--- src/rtl/sdpwr_pkg.sv ---
package sdpwr_pkg;

    localparam int NREQ  = 4;   // request sources
    localparam int NCHAN = 2;   // answer channels: 0 bus power, 1 I/O level

    // status bit order is decoded by software: keep it fixed
    typedef struct packed {
        logic io_high;   // bit 3
        logic io_low;    // bit 2
        logic bus_on;    // bit 1
        logic bus_off;   // bit 0
    } req_vec_t;

    typedef enum logic [1:0] {
        SEL_NONE,
        SEL_STS,
        SEL_MASK,
        SEL_ACK
    } rd_sel_t;

    localparam logic [11:0] OFS_STS  = 12'h0DC;
    localparam logic [11:0] OFS_MASK = 12'h0E0;
    localparam logic [11:0] OFS_CLR  = 12'h0E4;
    localparam logic [11:0] OFS_ACK  = 12'h0E8;

    function automatic logic addr_hit(input logic [11:0] a, input logic [11:0] ofs);
        return a == ofs;
    endfunction

endpackage

--- src/rtl/sdpwr_status.sv ---
module sdpwr_status
    import sdpwr_pkg::*;
(
    input  logic            clk,
    input  logic            rst,
    input  logic [NREQ-1:0] acc_req,
    input  logic            clr_wr,
    input  logic [NREQ-1:0] clr_bits,
    input  logic            mask_wr,
    input  logic [NREQ-1:0] mask_bits,
    output logic [NREQ-1:0] sts_q,
    output logic [NREQ-1:0] mask_q,
    output logic            irq
);

    logic [NREQ-1:0] clr_eff;
    logic [NREQ-1:0] sts_d;

    always_comb begin
        clr_eff = clr_wr ? clr_bits : '0;
        // an arriving request beats a clear of the same bit
        sts_d   = (sts_q & ~clr_eff) | acc_req;
    end

    always_ff @(posedge clk) begin
        if (rst) begin
            sts_q  <= '0;
            mask_q <= '0;
        end else begin
            sts_q <= sts_d;
            if (mask_wr)
                mask_q <= mask_bits;
        end
    end

    assign irq = |(sts_q & mask_q);

    p_req_sticks_r2: assert property (@(posedge clk) disable iff (rst)
        1'b1 |=> ((sts_q & $past(acc_req)) == $past(acc_req)));

    p_clear_r3: assert property (@(posedge clk) disable iff (rst)
        1'b1 |=> ((sts_q & $past(clr_eff & ~acc_req)) == '0));

endmodule

--- src/rtl/sdpwr_ack_chan.sv ---
module sdpwr_ack_chan #(
    parameter bit HOLD_OFF = 1'b1
) (
    input  logic       clk,
    input  logic       rst,
    input  logic [1:0] req_raw,
    input  logic       ack_wr,
    input  logic       ack_ok,
    input  logic       ack_bad,
    output logic [1:0] req_acc,
    output logic       pend_q,
    output logic       done_q,
    output logic       fail_q
);

    logic release_now;

    generate
        if (HOLD_OFF) begin : g_hold
            assign req_acc = pend_q ? 2'b00 : req_raw;
        end else begin : g_free
            assign req_acc = req_raw;
        end
    endgenerate

    assign release_now = ack_wr && (ack_ok || ack_bad) && pend_q;

    always_ff @(posedge clk) begin
        if (rst) begin
            pend_q <= 1'b0;
            done_q <= 1'b0;
            fail_q <= 1'b0;
        end else begin
            if (|req_acc)
                pend_q <= 1'b1;
            else if (release_now)
                pend_q <= 1'b0;
            done_q <= release_now;
            if (release_now)
                fail_q <= ack_bad;
        end
    end

    p_done_needs_pend_r10: assert property (@(posedge clk) disable iff (rst)
        done_q |-> $past(pend_q));

    p_fail_stable_r7: assert property (@(posedge clk) disable iff (rst)
        !done_q |-> $stable(fail_q));

endmodule

--- src/rtl/sdpwr_handshake.sv ---
module sdpwr_handshake
    import sdpwr_pkg::*;
#(
    parameter int ADDR_W = 12,
    parameter int DATA_W = 32
) (
    input  logic              clk,
    input  logic              rst,
    input  logic              reg_wr,
    input  logic [ADDR_W-1:0] reg_addr,
    input  logic [DATA_W-1:0] reg_wdata,
    output logic [DATA_W-1:0] reg_rdata,
    input  logic              req_bus_off,
    input  logic              req_bus_on,
    input  logic              req_io_low,
    input  logic              req_io_high,
    output logic              irq,
    output logic              bus_done,
    output logic              bus_fail,
    output logic              io_done,
    output logic              io_fail
);

    localparam int PAD_W = DATA_W - NREQ;

    req_vec_t        req_raw;
    logic [NREQ-1:0] req_acc;
    logic [NREQ-1:0] sts_q, mask_q;
    logic [NREQ-1:0] ack_q;
    logic [NCHAN-1:0] pend, done, fail;
    logic [11:0]     a12;
    logic            wr_mask, wr_clr, wr_ack;
    rd_sel_t         rsel;
    logic [NREQ-1:0] rd_nib;

    assign req_raw = '{io_high: req_io_high, io_low: req_io_low,
                       bus_on: req_bus_on, bus_off: req_bus_off};
    assign a12     = 12'(reg_addr);

    assign wr_mask = reg_wr && addr_hit(a12, OFS_MASK);
    assign wr_clr  = reg_wr && addr_hit(a12, OFS_CLR);
    assign wr_ack  = reg_wr && addr_hit(a12, OFS_ACK);

    always_comb begin
        if (addr_hit(a12, OFS_STS))       rsel = SEL_STS;
        else if (addr_hit(a12, OFS_MASK)) rsel = SEL_MASK;
        else if (addr_hit(a12, OFS_ACK))  rsel = SEL_ACK;
        else                              rsel = SEL_NONE;
        unique case (rsel)
            SEL_STS:  rd_nib = sts_q;
            SEL_MASK: rd_nib = mask_q;
            SEL_ACK:  rd_nib = ack_q;
            default:  rd_nib = '0;
        endcase
    end

    assign reg_rdata = {{PAD_W{1'b0}}, rd_nib};

    always_ff @(posedge clk) begin
        if (rst)
            ack_q <= '0;
        else if (wr_ack)
            ack_q <= reg_wdata[NREQ-1:0];
    end

    genvar g;
    generate
        for (g = 0; g < NCHAN; g++) begin : g_chan
            sdpwr_ack_chan #(.HOLD_OFF(g == 0)) u_chan (
                .clk     (clk),
                .rst     (rst),
                .req_raw (req_raw[2*g+1 -: 2]),
                .ack_wr  (wr_ack),
                .ack_ok  (reg_wdata[2*g]),
                .ack_bad (reg_wdata[2*g+1]),
                .req_acc (req_acc[2*g+1 -: 2]),
                .pend_q  (pend[g]),
                .done_q  (done[g]),
                .fail_q  (fail[g])
            );
        end
    endgenerate

    sdpwr_status u_status (
        .clk       (clk),
        .rst       (rst),
        .acc_req   (req_acc),
        .clr_wr    (wr_clr),
        .clr_bits  (reg_wdata[NREQ-1:0]),
        .mask_wr   (wr_mask),
        .mask_bits (reg_wdata[NREQ-1:0]),
        .sts_q     (sts_q),
        .mask_q    (mask_q),
        .irq       (irq)
    );

    assign bus_done = done[0];
    assign bus_fail = fail[0];
    assign io_done  = done[1];
    assign io_fail  = fail[1];

    p_hold_off_r6: assert property (@(posedge clk) disable iff (rst)
        pend[0] |=> ((sts_q[1:0] & ~$past(sts_q[1:0])) == 2'b00));

    p_rd_pad_r9: assert property (@(posedge clk) disable iff (rst)
        reg_rdata[DATA_W-1:NREQ] == '0);

endmodule

--- config.mk ---
export PLATFORM = sky130hd
export DESIGN_NAME = sdpwr_handshake
export DESIGN_NICKNAME = d
export VERILOG_FILES = /design/src/rtl/sdpwr_pkg.sv /design/src/rtl/sdpwr_status.sv /design/src/rtl/sdpwr_ack_chan.sv /design/src/rtl/sdpwr_handshake.sv
export SDC_FILE = /design/constraint.sdc
export NUM_CORES = 1
export LEC_CHECK = 0
export ABC_AREA = 1
export BUFFER_PORTS_ARGS = -buffer_cell sky130_fd_sc_hd__buf_2
export CAP_MARGIN = 15
export CORE_ASPECT_RATIO = 2
export CORE_MARGIN = 2
export CORE_UTILIZATION = 29
export CTS_BUF_LIST = sky130_fd_sc_hd__clkbuf_8
export DETAILED_ROUTE_END_ITERATION = 6
export MAX_ROUTING_LAYER = met4
export PLACE_DENSITY_LB_ADDON = 0.05
export SYNTH_ARGS = -nofsm -noshare
export SYNTH_HDL_FRONTEND = slang
export SYNTH_HIERARCHICAL = 1
export SYNTH_SLANG_ARGS = --single-unit
--- constraint.sdc ---
create_clock -name clk -period 1.4 [get_ports clk]
set_input_delay 0.28 -clock clk [delete_from_list [all_inputs] [get_ports clk]]
set_output_delay 0.28 -clock clk [all_outputs]
set_load 0.01 [all_outputs]
==> results.sh, run 1 <==
export IMPL_clock_skew_ns=0.00396
export IMPL_min_period_ns=1.44
export IMPL_yosys_area_share_simple_pct=34.6
export IMPL_final_cell_mix="nand2_1 (38), conb_1 (28), buf_2 (28)"
export IMPL_ys_seq_area_share_pct=29.3
export IMPL_slew_violations=0
export IMPL_numPlacedInstances=259
export IMPL_synth_xor_area_share_pct=0
export IMPL_clock_sinks=18
export IMPL_synth_area_sq_um=1230
export IMPL_die_area_sq_um=4800
export IMPL_rsz0062_at_grt="yes"
export IMPL_hold_violations=0
export IMPL_synthCells=173
export IMPL_fmax_mhz=695
export IMPL_grt_max_degree=11
export IMPL_synth_cell_types=25
export IMPL_nets=265
export IMPL_ios=88
export IMPL_crit_path_cell_trace="buf_6, nor2_4, nand2_2, nor2_4, buf_12, nand2_8, o211ai_2, buf_2"
export IMPL_muxShareOfSynthArea_pct=0
export IMPL_path_max_fanout=10
export IMPL_seqPwrFrac_pct=47.7
export IMPL_max_stage_delay_ns=0.15
export IMPL_pre_cts_ws_ns=-0.0985
export IMPL_die_h_um=96.1
export IMPL_clkPwrFrac_pct=38.2
export IMPL_swShare_pct=26.1
export IMPL_max_cap_violations=0
export IMPL_diodes=0
export IMPL_dr_total_vias=1053
export IMPL_clock_latency_ns=0.26
export IMPL_postRouteAntennaNets=0
export IMPL_switchingPower_mw=0.293
export IMPL_synth_compound_area_share_pct=8.45
export IMPL_drc=0
export IMPL_setup_tns_ns=-0.113
export IMPL_intPower_mw=0.831
export IMPL_synth_seq_cells=18
export IMPL_rows=33
export IMPL_clkTransAtPathRegs_ns=0.07
export IMPL_cts_max_path_buffers=2
export IMPL_fin_ws_ns=-0.0383
export IMPL_violations="negative setup slack"
export IMPL_core_region_area_sq_um=4090
export IMPL_ys_warn_count=6
export IMPL_register_area_sq_um=360
export IMPL_r2r_start="g_chan[0].u_chan/pend_q"
export IMPL_cp_startpoint="reg_addr[1]"
export IMPL_crit_path_frequent_cell="nor2_4"
export IMPL_grt_pass1_vias=921
export IMPL_cp_start_kind="input port"
export IMPL_powerDensity_nw_per_um2=747
export IMPL_cts_tree="built"
export IMPL_drt_wirelength_per_cell_um=10.2
export IMPL_firstDrtPassIters=2
export IMPL_grt_antenna_before_repair=0
export IMPL_reg2regPathDepth=4
export IMPL_grt_overflow_total=0
export IMPL_initial_utilization_pct=30.1
export IMPL_via_per_inst=3.97
export IMPL_fillers=464
export IMPL_multi_input_area_sq_um=673
export IMPL_grtUsageTotal_pct=11.7
export IMPL_routabilityCongestion=0.706
export IMPL_portBuffers=31
export IMPL_r2r_slack_ns=0.58
export IMPL_root_buffer="clkbuf_8"
export IMPL_wirelength_um=2700
export IMPL_required_ns=1.12
export IMPL_crit_slowest_cell="buf_2"
export IMPL_place_hpwl_um=2210
export IMPL_cp_arrival_ns=1.16
export IMPL_setup_violations=4
export IMPL_h_tree_depth=1
export IMPL_regToRegEndpoint="g_chan[0].u_chan/pend_q"
export IMPL_irDropWorstVdd_uv=539
export IMPL_crit_path_end="reg_rdata[0]"
export IMPL_final_common_cell="nand2_1"
export IMPL_synth_avg_cell_area_sq_um=7.10
export IMPL_area_growth_pct=22.5
export IMPL_cp_end_kind="output port"
export IMPL_grt_pass1_wl_um=4110
export IMPL_synth_top_family_by_area="simple AND/OR/NAND/NOR gates"
export IMPL_hp_class="input port to flip-flop"
export IMPL_drive_gt1_share_pct=34.7
export IMPL_numCtsBuffers=3
export IMPL_die_w_um=50.0
export IMPL_combPwrFrac_pct=14.1
export IMPL_critical_path_class="input port to output port"
export IMPL_synth_fa_ha_area_share_pct=0
export IMPL_cts_hold_buf=0
export IMPL_finalCritPeriodShare_pct=103
export IMPL_instances_no_fill=265
export IMPL_drtIter0Drc=18
export IMPL_p_leak_nw=0.774
export IMPL_status="finished with violations"
-- cells in the mapped netlist, drive strengths merged --
cell | number | share of area (%)
o211ai | 4 | 4.1
dfxtp | 18 | 29
nand2 | 46 | 16
nor3b | 1 | 1.0
nor4 | 1 | 0.51
a21oi | 10 | 4.4
conb | 1 | 0.31
buf | 32 | 20
nor2 | 20 | 7.9
nor3 | 3 | 2.0
inv | 24 | 7.3
nand3 | 10 | 5.5
nand4 | 2 | 1.0
and3 | 1 | 0.51
-- state kept, by name (all words and copies together) (netlist names) --
signal,count
g_chan.u_chan/done_q,2
ack_q,4
g_chan.u_chan/pend_q,2
g_chan.u_chan/fail_q,2
u_status/sts_q,4
u_status/mask_q,4
-- cell type report --
type	instances	area share (%)
Multi-Input combinational cell	126	44.7
Sequential cell	18	23.9
Timing Repair Buffer	41	17.4
Inverter	24	5.99
Tap cell	52	4.32
Clock buffer	4	3.66
-- per-stage QoR --
stage	utilization [%]	total power, mW	area [sq um]	hold slack, ns
6_report	36.8	1.12	1510	0.273
3_5_place_dp	33.7	0.689	1380	0.456
2_1_floorplan	-	0.687	1330	0.349
5_1_grt	36.8	1.18	1510	0.279
4_1_cts	36.4	1.13	1490	0.274
3_3_place_gp	33.7	0.686	1380	0.448
-- worst max-delay path, delay by kind of cell --
family,cells,cell delay [ns]
AOI/OAI and AO/OA,1,0.14
buffers and inverters,3,0.38
and+or+nand+nor,4,0.35
-- worst min-delay path by stage --
stage | from | cells after the start | slack (ns) | endpoint
floorplan | rst | 1 | 0.35 | g_chan[0].u_chan/fail_q
global placement | g_chan[0].u_chan/fail_q | 2 | 0.45 | g_chan[0].u_chan/fail_q
detailed placement | g_chan[0].u_chan/fail_q | 2 | 0.46 | g_chan[0].u_chan/fail_q
CTS | req_io_low | 3 | 0.27 | u_status/sts_q[2]
global route | req_io_high | 3 | 0.28 | u_status/sts_q[3]
finish | req_io_low | 3 | 0.27 | u_status/sts_q[2]
-- cells by family after synthesis --
kind of cell,Yosys count
and+or+nand+nor,84
buffers and inverters,56
DFF,18
AOI/OAI and AO/OA,14
other,1
-- routing by layer --
metal,wire length (um),GRT usage [%],vias to the layer above
li1,-,-,553
met1,1000,11.8,457
met2,1480,21.2,39
met3,156,1.71,4
met4,56,6.25,0
met5,0,-,-
-- repair_timing --
| item | CTS | global route |
|---|---|---|
| setup buffers | 1 | 1 |
| pin swaps | 0 | 3 |
| gates cloned | 0 | 0 |
| setup endpoints to repair | 4 | 5 |
| gates resized for setup | 8 | 4 |
-- power groups by stage --
stage | sequential [mW] | combinational, mW | clock, mW
3_5_place_dp | 0.548 | 0.141 | 0
4_1_cts | 0.536 | 0.153 | 0.444
2_1_floorplan | 0.544 | 0.142 | 0
6_report | 0.536 | 0.158 | 0.430
3_3_place_gp | 0.547 | 0.139 | 0
5_1_grt | 0.538 | 0.177 | 0.468
No activity file was read; power rests on OpenSTA's default activity.
==> inputs of run 2 (changes only) <==
CELL_PAD_IN_SITES_DETAIL_PLACEMENT = 0   (was unset)
CELL_PAD_IN_SITES_GLOBAL_PLACEMENT = 1   (was unset)
CORE_UTILIZATION = 27   (was 29)
CTS_BUF_LIST = sky130_fd_sc_hd__clkbuf_2   (was sky130_fd_sc_hd__clkbuf_8)
SKIP_LAST_GASP = 1   (was unset)
==> run 2 against run 1 <==
  * The run still ends with negative setup slack left
  * Non-clock buffer count rose by 2
  * Via count rose by 0.47%
  * Clock-buffer cell count fell by 1
  * Clock power fell by 50%
  * Total power fell by 20%
  * Cell area fell by 5.2%
  * Worst setup slack got worse by 0.020 ns
  * Critical path type unchanged
==> results.sh, run 2 (synthesis gave the netlist of run 1 again) <==
export IMPL_max_cap_violations=0
export IMPL_grt_pass1_wl_um=4460
export IMPL_setup_violations=4
export IMPL_drt_wirelength_per_cell_um=10.7
export IMPL_clkTransAtPathRegs_ns=0.15
export IMPL_drtIter0Drc=14
export IMPL_die_h_um=99.4
export IMPL_slew_violations=0
export IMPL_required_ns=1.12
export IMPL_die_area_sq_um=5140
export IMPL_area_growth_pct=16.2
export IMPL_clock_skew_ns=0.000896
export IMPL_switchingPower_mw=0.266
export IMPL_irDropWorstVdd_uv=500
export IMPL_firstDrtPassIters=4
export IMPL_p_total_mw=0.899
export IMPL_p_leak_nw=0.767
export IMPL_grt_overflow_total=0
export IMPL_hold_violations=0
export IMPL_intPower_mw=0.634
export IMPL_hold_ws_ns=0.224
export IMPL_clkPwrFrac_pct=23.9
export IMPL_rsz0062_at_grt="yes"
export IMPL_violations="negative setup slack"
export IMPL_critical_path_class="input port to output port"
export IMPL_grt_antenna_before_repair=0
export IMPL_pre_cts_ws_ns=-0.0853
export IMPL_diodes=0
export IMPL_core_region_area_sq_um=4380
export IMPL_cp_end_kind="output port"
export IMPL_numCtsBuffers=3
export IMPL_grt_util_met1_pct=10.5
export IMPL_dr_total_vias=1058
export IMPL_postPlaceCellArea_sq_um=1400
export IMPL_final_common_cell="nand2_1"
export IMPL_routabilityCongestion=0.775
export IMPL_root_buffer="clkbuf_2"
export IMPL_cts_hold_buf=0
export IMPL_combPwrFrac_pct=16.4
export IMPL_status="finished with violations"
export IMPL_h_tree_depth=1
export IMPL_path_max_fanout=11
export IMPL_hp_class="input port to flip-flop"
export IMPL_grtUsageTotal_pct=11.8
export IMPL_finalCritPeriodShare_pct=104
export IMPL_grt_max_degree=12
export IMPL_cp_start_kind="input port"
export IMPL_portBuffers=31
export IMPL_fmax_mhz=686
export IMPL_drive_gt1_share_pct=34.1
export IMPL_die_w_um=51.7
export IMPL_powerDensity_nw_per_um2=630
export IMPL_grt_busiest_layer="met2"
export IMPL_fin_ws_ns=-0.0585
export IMPL_swShare_pct=29.5
export IMPL_rows=34
export IMPL_clock_sinks=18
export IMPL_postRouteAntennaNets=0
export IMPL_grt_pass1_vias=1011
export IMPL_numPlacedInstances=263
export IMPL_via_per_inst=3.95
export IMPL_min_period_ns=1.46
export IMPL_ios=88
export IMPL_design_area_sq_um=1430
export IMPL_fillers=515
export IMPL_wirelength_um=2860
export IMPL_met3_usage_pct=1.50
export IMPL_final_core_util_pct=32.6
export IMPL_clock_latency_ns=0.30
export IMPL_setup_tns_ns=-0.196
export IMPL_cts_max_path_buffers=2
export IMPL_cp_arrival_ns=1.18
export IMPL_final_cell_mix="nand2_1 (38), buf_2 (31), conb_1 (28)"
export IMPL_cts_tree="built"
export IMPL_place_hpwl_um=2480
export IMPL_initial_utilization_pct=28.0
export IMPL_instances_no_fill=268
export IMPL_multi_input_area_sq_um=637
export IMPL_nets=267
export IMPL_drc=0
export IMPL_seqPwrFrac_pct=59.7
export IMPL_register_area_sq_um=360
export IMPL_reg_top3="ack_q: 4 flops, u_status/mask_q: 4 flops, u_status/sts_q: 4 flops"
export IMPL_grt_util_met2_pct=21.7
==> run 2: changes by cell type in the layout (fill, tap and decap cells not counted), moves of 3 or more <==
| cell | delta |
|---|---|
| buf_2 | +3 |
| clkbuf_8 | -4 |
| clkbuf_2 | +3 |
| buf_6 | -3 |
==> run 2: worst max-delay path, stage by stage <==
cell and delay (ns):
buf_2 0.10, nor2_2 0.10, nand2_2 0.08, nor2_4 0.12, buf_12 0.13, nand2_4 0.07
o211ai_2 0.14, buf_2 0.15
==> run 2: repair_timing <==
item | CTS | global route
resized for setup | 0 | 1
setup endpoints to repair | 4 | 4
setup buffers | 0 | 2
pin swaps | 0 | 1
hold endpoints to repair | 0 | 0
==> run 2: layer usage <==
metal,vias to the layer above,part of all wire (%)
met4,0,4.3
met5,-,0
li1,559,-
met1,456,35
met3,6,5.1
met2,37,56
==> run 2: cell type report <==
type | count | area share (%)
Multi-Input combinational cell | 126 | 44.6
Clock buffer | 3 | 1.05
Timing Repair Buffer | 43 | 18.1
Tap cell | 54 | 4.73
Sequential cell | 18 | 25.2
Inverter | 24 | 6.31
==> run 2: worst paths after layout <==
kind,from,depth (start not counted),slack (ns),to
worst min register to register,g_chan[0].u_chan/fail_q,2,0.47,g_chan[0].u_chan/fail_q
worst max register to register,g_chan[0].u_chan/pend_q,4,0.58,g_chan[0].u_chan/pend_q
worst max-delay path,reg_addr[11],8,-0.06,reg_rdata[2]
worst min-delay path,req_io_high,3,0.22,u_status/sts_q[3]
==> run 2: power by group through the flow <==
stage               combinational [mW]  clock [mW]  sequential (mW)
floorplan                        0.142           0            0.544
global placement                 0.142           0            0.548
detailed placement               0.144           0            0.548
CTS                              0.144       0.234            0.537
global route                     0.165       0.245            0.539
finish                           0.148       0.215            0.537
